`config.mk`:
```
export PLATFORM = sky130hd
export DESIGN_NAME = dmaflg_bank
export DESIGN_NICKNAME = d
export VERILOG_FILES = /design/src/rtl/dmaflg_pkg.sv /design/src/rtl/dmaflg_stream.sv /design/src/rtl/dmaflg_regport.sv /design/src/rtl/dmaflg_bank.sv
export SDC_FILE = /design/constraint.sdc
export NUM_CORES = 1
export LEC_CHECK = 0
export BUFFER_PORTS_ARGS = -buffer_cell sky130_fd_sc_hd__buf_2
export CAP_MARGIN = 20
export CORE_MARGIN = 1
export CORE_UTILIZATION = 46
export DETAILED_ROUTE_END_ITERATION = 16
export PLACE_DENSITY = 0.91
export SETUP_SLACK_MARGIN = 0.02
export SLEW_MARGIN = 10
export SYNTH_ARGS = -nofsm -noshare
export SYNTH_HDL_FRONTEND = slang
export SYNTH_SLANG_ARGS = --single-unit
```
`constraint.sdc`:
```
create_clock -name clk -period 1.6 [get_ports clk]
set_input_delay 0.32 -clock clk [delete_from_list [all_inputs] [get_ports clk]]
set_output_delay 0.32 -clock clk [all_outputs]
set_load 0.1 [all_outputs]
```
`src/rtl/dmaflg_pkg.sv`:
```
package dmaflg_pkg;

    // Five event kinds per stream, in enable-vector order.
    localparam int EVT_N          = 5;
    localparam int EV_FIFO        = 0;
    localparam int EV_DIRECT      = 1;
    localparam int EV_XFER        = 2;
    localparam int EV_HALF        = 3;
    localparam int EV_DONE        = 4;

    // Packing of streams into status words.
    localparam int SLOTS_PER_WORD = 4;
    localparam int GROUP_W        = 6;

    // Start bit of a stream's group inside its word: 0, 6, 16, 22.
    function automatic int grp_base(input int slot);
        return slot * GROUP_W + ((slot >= 2) ? 4 : 0);
    endfunction

    // Bit inside a group for an event kind; bit 1 stays reserved.
    function automatic int evt_bit(input int ev);
        return (ev == EV_FIFO) ? 0 : ev + 1;
    endfunction

    // Every bit that a status word can ever drive to one.
    function automatic logic [31:0] live_mask();
        logic [31:0] m;
        m = '0;
        for (int s = 0; s < SLOTS_PER_WORD; s++) begin
            for (int e = 0; e < EVT_N; e++) begin
                m[grp_base(s) + evt_bit(e)] = 1'b1;
            end
        end
        return m;
    endfunction

endpackage

```
`src/rtl/dmaflg_stream.sv`:
```
module dmaflg_stream
    import dmaflg_pkg::*;
(
    input  logic             clk,
    input  logic             rst_n,
    input  logic [EVT_N-1:0] set_i,
    input  logic [EVT_N-1:0] clr_i,
    input  logic [EVT_N-1:0] ie_i,
    output logic [EVT_N-1:0] flag_o,
    output logic             irq_o
);

    typedef struct packed {
        logic [EVT_N-1:0] flags;
        logic             irq;
    } st_t;

    st_t st_d, st_q;

    always_comb begin
        st_d = st_q;
        // A set in the same cycle as a clear wins.
        st_d.flags = (st_q.flags & ~clr_i) | set_i;
        st_d.irq   = |(st_d.flags & ie_i);
    end

    always_ff @(posedge clk or negedge rst_n) begin
        if (!rst_n) begin
            st_q <= '0;
        end else begin
            st_q <= st_d;
        end
    end

    assign flag_o = st_q.flags;
    assign irq_o  = st_q.irq;

    p_set_sticks_r2: assert property (@(posedge clk) disable iff (!rst_n)
        (|set_i) |=> ((flag_o & $past(set_i)) == $past(set_i)));

    p_clear_takes_r5: assert property (@(posedge clk) disable iff (!rst_n)
        (|(clr_i & ~set_i)) |=> ((flag_o & $past(clr_i & ~set_i)) == '0));

    p_set_beats_clear_r6: assert property (@(posedge clk) disable iff (!rst_n)
        (|(set_i & clr_i)) |=> ((flag_o & $past(set_i & clr_i)) == $past(set_i & clr_i)));

    p_hold_idle_r2: assert property (@(posedge clk) disable iff (!rst_n)
        ((set_i == '0) && (clr_i == '0)) |=> $stable(flag_o));

    p_irq_needs_flag_r9: assert property (@(posedge clk) disable iff (!rst_n)
        irq_o |-> (|flag_o));

endmodule

```
`src/rtl/dmaflg_regport.sv`:
```
module dmaflg_regport
    import dmaflg_pkg::*;
#(
    parameter int NUM_STREAMS = 8,
    parameter int ADDR_W      = 4,
    parameter int DATA_W      = 32
) (
    input  logic                         clk,
    input  logic                         rst_n,
    input  logic                         wr_en,
    input  logic [ADDR_W-1:0]            wr_addr,
    input  logic [DATA_W-1:0]            wr_data,
    input  logic                         rd_en,
    input  logic [ADDR_W-1:0]            rd_addr,
    input  logic [NUM_STREAMS*EVT_N-1:0] flags_i,
    output logic [NUM_STREAMS*EVT_N-1:0] clr_o,
    output logic                         rd_valid_o,
    output logic [DATA_W-1:0]            rd_data_o
);

    localparam int NUM_WORDS = (NUM_STREAMS + SLOTS_PER_WORD - 1) / SLOTS_PER_WORD;
    localparam logic [31:0] LIVE = live_mask();
    localparam logic [DATA_W-1:0] LIVE_W = DATA_W'(LIVE);

    typedef struct packed {
        logic              valid;
        logic [DATA_W-1:0] data;
    } rd_t;

    rd_t rd_d, rd_q;
    logic [DATA_W-1:0] stat_w [NUM_WORDS];
    logic [NUM_WORDS-1:0] clr_hit;
    logic [NUM_WORDS-1:0] stat_hit;
    logic unused_wr_bits;

    // Pack the flags into their status words.
    always_comb begin
        for (int w = 0; w < NUM_WORDS; w++) begin
            stat_w[w] = '0;
        end
        for (int s = 0; s < NUM_STREAMS; s++) begin
            for (int e = 0; e < EVT_N; e++) begin
                stat_w[s / SLOTS_PER_WORD][grp_base(s % SLOTS_PER_WORD) + evt_bit(e)]
                    = flags_i[s*EVT_N + e];
            end
        end
    end

    // Decode writes to the clear words (status words sit below them).
    always_comb begin
        for (int w = 0; w < NUM_WORDS; w++) begin
            clr_hit[w]  = wr_en && (wr_addr == ADDR_W'(4 * (NUM_WORDS + w)));
            stat_hit[w] = wr_en && (wr_addr == ADDR_W'(4 * w));
        end
        for (int s = 0; s < NUM_STREAMS; s++) begin
            for (int e = 0; e < EVT_N; e++) begin
                clr_o[s*EVT_N + e] = clr_hit[s / SLOTS_PER_WORD]
                    && wr_data[grp_base(s % SLOTS_PER_WORD) + evt_bit(e)];
            end
        end
    end

    assign unused_wr_bits = ^(wr_data & ~LIVE_W);

    // Registered read: status words decode, everything else reads zero.
    always_comb begin
        rd_d       = '0;
        rd_d.valid = rd_en;
        if (rd_en) begin
            for (int w = 0; w < NUM_WORDS; w++) begin
                if (rd_addr == ADDR_W'(4 * w)) begin
                    rd_d.data = stat_w[w];
                end
            end
        end
    end

    always_ff @(posedge clk or negedge rst_n) begin
        if (!rst_n) begin
            rd_q <= '0;
        end else begin
            rd_q <= rd_d;
        end
    end

    assign rd_valid_o = rd_q.valid;
    assign rd_data_o  = rd_q.data;

    p_read_latency_r10: assert property (@(posedge clk) disable iff (!rst_n)
        rd_en |=> rd_valid_o);

    p_no_spurious_valid_r10: assert property (@(posedge clk) disable iff (!rst_n)
        !rd_en |=> !rd_valid_o);

    p_dead_bits_zero_r7: assert property (@(posedge clk) disable iff (!rst_n)
        rd_valid_o |-> ((rd_data_o & ~LIVE_W) == '0));

    p_status_write_no_clear_r8: assert property (@(posedge clk) disable iff (!rst_n)
        (|stat_hit) |-> (clr_o == '0));

endmodule

```
`src/rtl/dmaflg_bank.sv`:
```
module dmaflg_bank
    import dmaflg_pkg::*;
#(
    parameter int NUM_STREAMS = 8,
    parameter int ADDR_W      = 4,
    parameter int DATA_W      = 32
) (
    input  logic                         clk,
    input  logic                         rst_n,
    input  logic [NUM_STREAMS-1:0]       evt_fifo_err,
    input  logic [NUM_STREAMS-1:0]       evt_dm_err,
    input  logic [NUM_STREAMS-1:0]       evt_xfer_err,
    input  logic [NUM_STREAMS-1:0]       evt_half,
    input  logic [NUM_STREAMS-1:0]       evt_done,
    input  logic [NUM_STREAMS*EVT_N-1:0] irq_en,
    input  logic                         wr_en,
    input  logic [ADDR_W-1:0]            wr_addr,
    input  logic [DATA_W-1:0]            wr_data,
    input  logic                         rd_en,
    input  logic [ADDR_W-1:0]            rd_addr,
    output logic                         rd_valid,
    output logic [DATA_W-1:0]            rd_data,
    output logic [NUM_STREAMS-1:0]       irq
);

    logic [NUM_STREAMS*EVT_N-1:0] flags;
    logic [NUM_STREAMS*EVT_N-1:0] clr;

    for (genvar s = 0; s < NUM_STREAMS; s++) begin : g_stream
        logic [EVT_N-1:0] set_v;
        assign set_v[EV_FIFO]   = evt_fifo_err[s];
        assign set_v[EV_DIRECT] = evt_dm_err[s];
        assign set_v[EV_XFER]   = evt_xfer_err[s];
        assign set_v[EV_HALF]   = evt_half[s];
        assign set_v[EV_DONE]   = evt_done[s];

        dmaflg_stream u_stream (
            .clk    (clk),
            .rst_n  (rst_n),
            .set_i  (set_v),
            .clr_i  (clr[s*EVT_N +: EVT_N]),
            .ie_i   (irq_en[s*EVT_N +: EVT_N]),
            .flag_o (flags[s*EVT_N +: EVT_N]),
            .irq_o  (irq[s])
        );
    end

    dmaflg_regport #(
        .NUM_STREAMS (NUM_STREAMS),
        .ADDR_W      (ADDR_W),
        .DATA_W      (DATA_W)
    ) u_regport (
        .clk        (clk),
        .rst_n      (rst_n),
        .wr_en      (wr_en),
        .wr_addr    (wr_addr),
        .wr_data    (wr_data),
        .rd_en      (rd_en),
        .rd_addr    (rd_addr),
        .flags_i    (flags),
        .clr_o      (clr),
        .rd_valid_o (rd_valid),
        .rd_data_o  (rd_data)
    );

    p_irq_off_when_disabled_r9: assert property (@(posedge clk) disable iff (!rst_n)
        (irq_en == '0) |=> (irq == '0));

endmodule

```
==> results <==
- The run finished, with violations left.
- The final reports fail on hold timing.
- The pin count of the biggest net entering global routing is 70.
- Adding up every negative setup slack in the final design gives 0 ns.
- The number of slew-limit violations in the final report was 0.
- Clock-pin slew was measured on the worst setup and hold paths at ~0.070 ns.
- The post-layout net count is 600.
- The TritonCTS clock tree is built.
- For this configuration, the core starts out at a cell density of between 40% and 50%.
- The number of antenna diodes in the final layout is 0.
- Hold repair after CTS inserted 0 buffers.
- The worst hold path belongs to the class input port to asynchronous set/reset pin.
- The first global-routing pass estimated about 14000 um of wire.
- Setup repair after global routing left no endpoint under its margin.
- Dividing the detail-routed via count by the number of cells gives 5.11.
- The worst endpoint data arrival time is roughly 1.7 ns.
- Final hold analysis gives a worst-case slack of -0.0115 ns.
- After layout, the worst path uses between 90 and 100% of the clock period.
- The total iterations of the first detailed-routing run is 4.
- The overall power is between 0.003 and 0.004 W.
- After global routing the overflow that remains totals 0.
- Of the cells placed in the final design, the portion with a size suffix greater than 1 is between 30% and 40%.
- Measured along the x axis, the die boundary spans between 80 and 90 um.
- STA classifies the critical path endpoint as a flip-flop.
- The routed length per placed instance is roughly 15 um.
- For this design the ratio of total power to cell area is 870 nW/um^2.
- For this design, the sink count on the clock tree is 69.
- The peak ir drop on the vdd network is 0.527 mV.
- STA classifies the critical path startpoint as an input port.
- The die covers 7540 um^2.
- The count of final hold-check violations is 8.
- Setup violations remaining at the end of the flow were counted as 0.
- Once layout is complete, the utilization of the core stands at between 60% and 70%.
- The synthesis-to-layout area growth is 29.9%.
- The number of primary I/O pins is 165.
- The Yosys warning count is 0.
- The height of the die is between 80 and 90 um.
- The average instance area after synthesis is between 10 and 15 um^2.
- The number of H-tree branching levels is 3.
- In this run, synthesis produced a sequential element count of 69.
- For the final database, setup skew stands at approximately 0.0052 ns.
- The weighted congestion reported at the end of routability-driven placement is just under 0.9.
- The maximum fanout along the worst path is 16.
- The post-detailed-route DRC marker count is 0.
- The layout has between 500 and 600 filler cells.
- For this block, the via count after detailed routing is between 2000 and 3000.
- Timing would allow up to approximately 650 MHz.
- Clock tree synthesis inserted a total of 9 buffers.
- The count of port buffers added during placement is 140.
- The initial antenna violation count is 0.
- Row generation in the floorplan step produced 30 rows.
- Across all setup checks in the final design, the least slack found is between 0.06 and 0.07 ns.
- The floorplan core area is a little under 7000 um^2.
- The leakage power figure is 1.93 nW.
- The synthesized netlist contains 27 unique library cells.
- Once detailed placement completed, the half-perimeter wirelength came to about 6400 um.
- The final layout contains routed wiring with a total length of roughly 8500 um.
- The clock passes through at most 2 buffers.
- The critical path in this run is classified as input port to flip-flop.
- Sequential elements use 52.1% of the synthesized area.
- The gate count after technology mapping is 328.
- The total routing resource utilization after global routing is between 20% and 30%.
- The summed instance area of the synthesized netlist is around 3300 um^2.
- The required time at the worst-slack endpoint is 1.81 ns.
- The via count of the first global-routing pass is 2915.
- Once detail routing completed, the nets flagged for antenna violations numbered 0.
- The number of DRC markers in iteration 0 is between 100 and 150.
- The cell at the root of the clock tree is clkbuf_8.
- The setup slack after placement is -0.281 ns.
- The max-cap violation count is 0.
- The worst path needs 1.53 ns of the cycle, external delays included.
- The post-CTS setup buffer count is 0.
- In this run, post-CTS repair resized a total of 0 instances.
- The later-pin clock latency in the skew report is between 0.3 and 0.4 ns.
[through the flow]
stage	instance area [um^2]	cells
2_1_floorplan	3350	339
3_3_place_gp	4130	561
3_5_place_dp	4130	561
4_1_cts	4300	577
5_1_grt	4300	577
6_report	4300	577
[cell type report]
cell class                      instances  area (um^2)  share of cell area [%]
Sequential cell                        69         1730                    40.1
Multi-Input combinational cell        213         1300                    30.2
Timing Repair Buffer                  163          911                    21.2
Clock buffer                           15          166                    3.87
Tap cell                               96          120                    2.79
Inverter                               20         75.1                    1.74
Clock inverter                          1         5.00                   0.116
[cells by family after synthesis]
group           Yosys count  share of synthesized area, %
other cells               1                         0.113
simple gates             93                          14.1
compound gates          108                          23.4
flops                    69                          52.1
buf+inv                  57                          10.3
[Yosys cell counts]
master,number,area (um^2)
nor2b_1,21,131
a31oi_1,8,50.1
a21oi_1,16,80.1
inv_1,20,75.1
buf_2,4,20.0
a2111o_1,4,45.0
and2_1,1,6.26
a41oi_1,12,105
conb_1,1,3.75
a22o_1,4,35.0
clkbuf_1,7,26.3
nor2_1,32,120
buf_4,22,165
buf_12,1,20.0
nor4b_1,1,8.76
a211o_1,4,35.0
a21o_1,16,120
a221o_1,4,40.0
nand2_1,24,90.1
a21oi_2,4,35.0
o21ai_0,16,80.1
nor4_1,1,6.26
dfrtp_1,69,1730
buf_6,3,33.8
nor3b_1,12,90.1
and4bb_1,1,12.5
a22oi_1,20,150
[critical path, stage by stage]
cell,delay (ns)
buf_2,0.09
and4bb_1,0.31
buf_12,0.16
nor2b_1,0.13
buf_4,0.23
a31oi_1,0.13
a2111o_1,0.37
[layout by cell type, fill, tap and decap left out]
cell	instances
a2111o_1	4
a211o_1	4
a21o_1	16
a21oi_1	16
a21oi_2	4
a221o_1	4
a22o_1	4
a22oi_1	20
a31oi_1	8
a41oi_1	12
and2_1	1
and4bb_1	1
buf_12	3
buf_2	140
buf_4	20
clkbuf_1	4
clkbuf_8	11
clkinv_2	1
conb_1	12
dfrtp_1	69
inv_1	20
nand2_1	24
nor2_1	32
nor2b_1	21
nor3b_1	12
nor4_2	1
nor4b_2	1
o21ai_0	16
[registers in the layout, summed over array words and instances, names as in the netlist]
signal                    count
g_stream.u_stream.flag_o     40
u_regport.rd_data_o          20
g_stream.u_stream.irq_o       8
u_regport.rd_valid_o          1
[routing by layer]
metal / track usage (%) / wire length, um / up-vias
met5: 0 / 0 / -
met4: 11.7 / 210 / 0
met3: 4.08 / 483 / 17
met2: 38.9 / 4190 / 117
met1: 30.4 / 3660 / 1384
li1: - / - / 1428
[power breakdown]
part | switching (W) | internal (W)
Combinational | 0.000489 | 0.000211
Clock | 0.000605 | 0.000649
Sequential | 0.0000130 | 0.00178
[final timing paths]
check	from	endpoint	slack [ns]	cells after the start
hold / removal	rst_n	g_stream[4].u_stream.irq_o	-0.01	2
setup / recovery	wr_addr[0]	g_stream[2].u_stream.irq_o	0.07	7
min in group clk	evt_half[3]	g_stream[3].u_stream.flag_o[3]	0.19	2
hold reg to reg	g_stream[4].u_stream.flag_o[2]	g_stream[4].u_stream.flag_o[2]	0.50	1
setup reg to reg	g_stream[0].u_stream.flag_o[1]	g_stream[0].u_stream.irq_o	0.26	4
max in group asynchronous	rst_n	g_stream[1].u_stream.flag_o[0]	1.31	2
No activity file was read; power rests on OpenSTA's default activity.
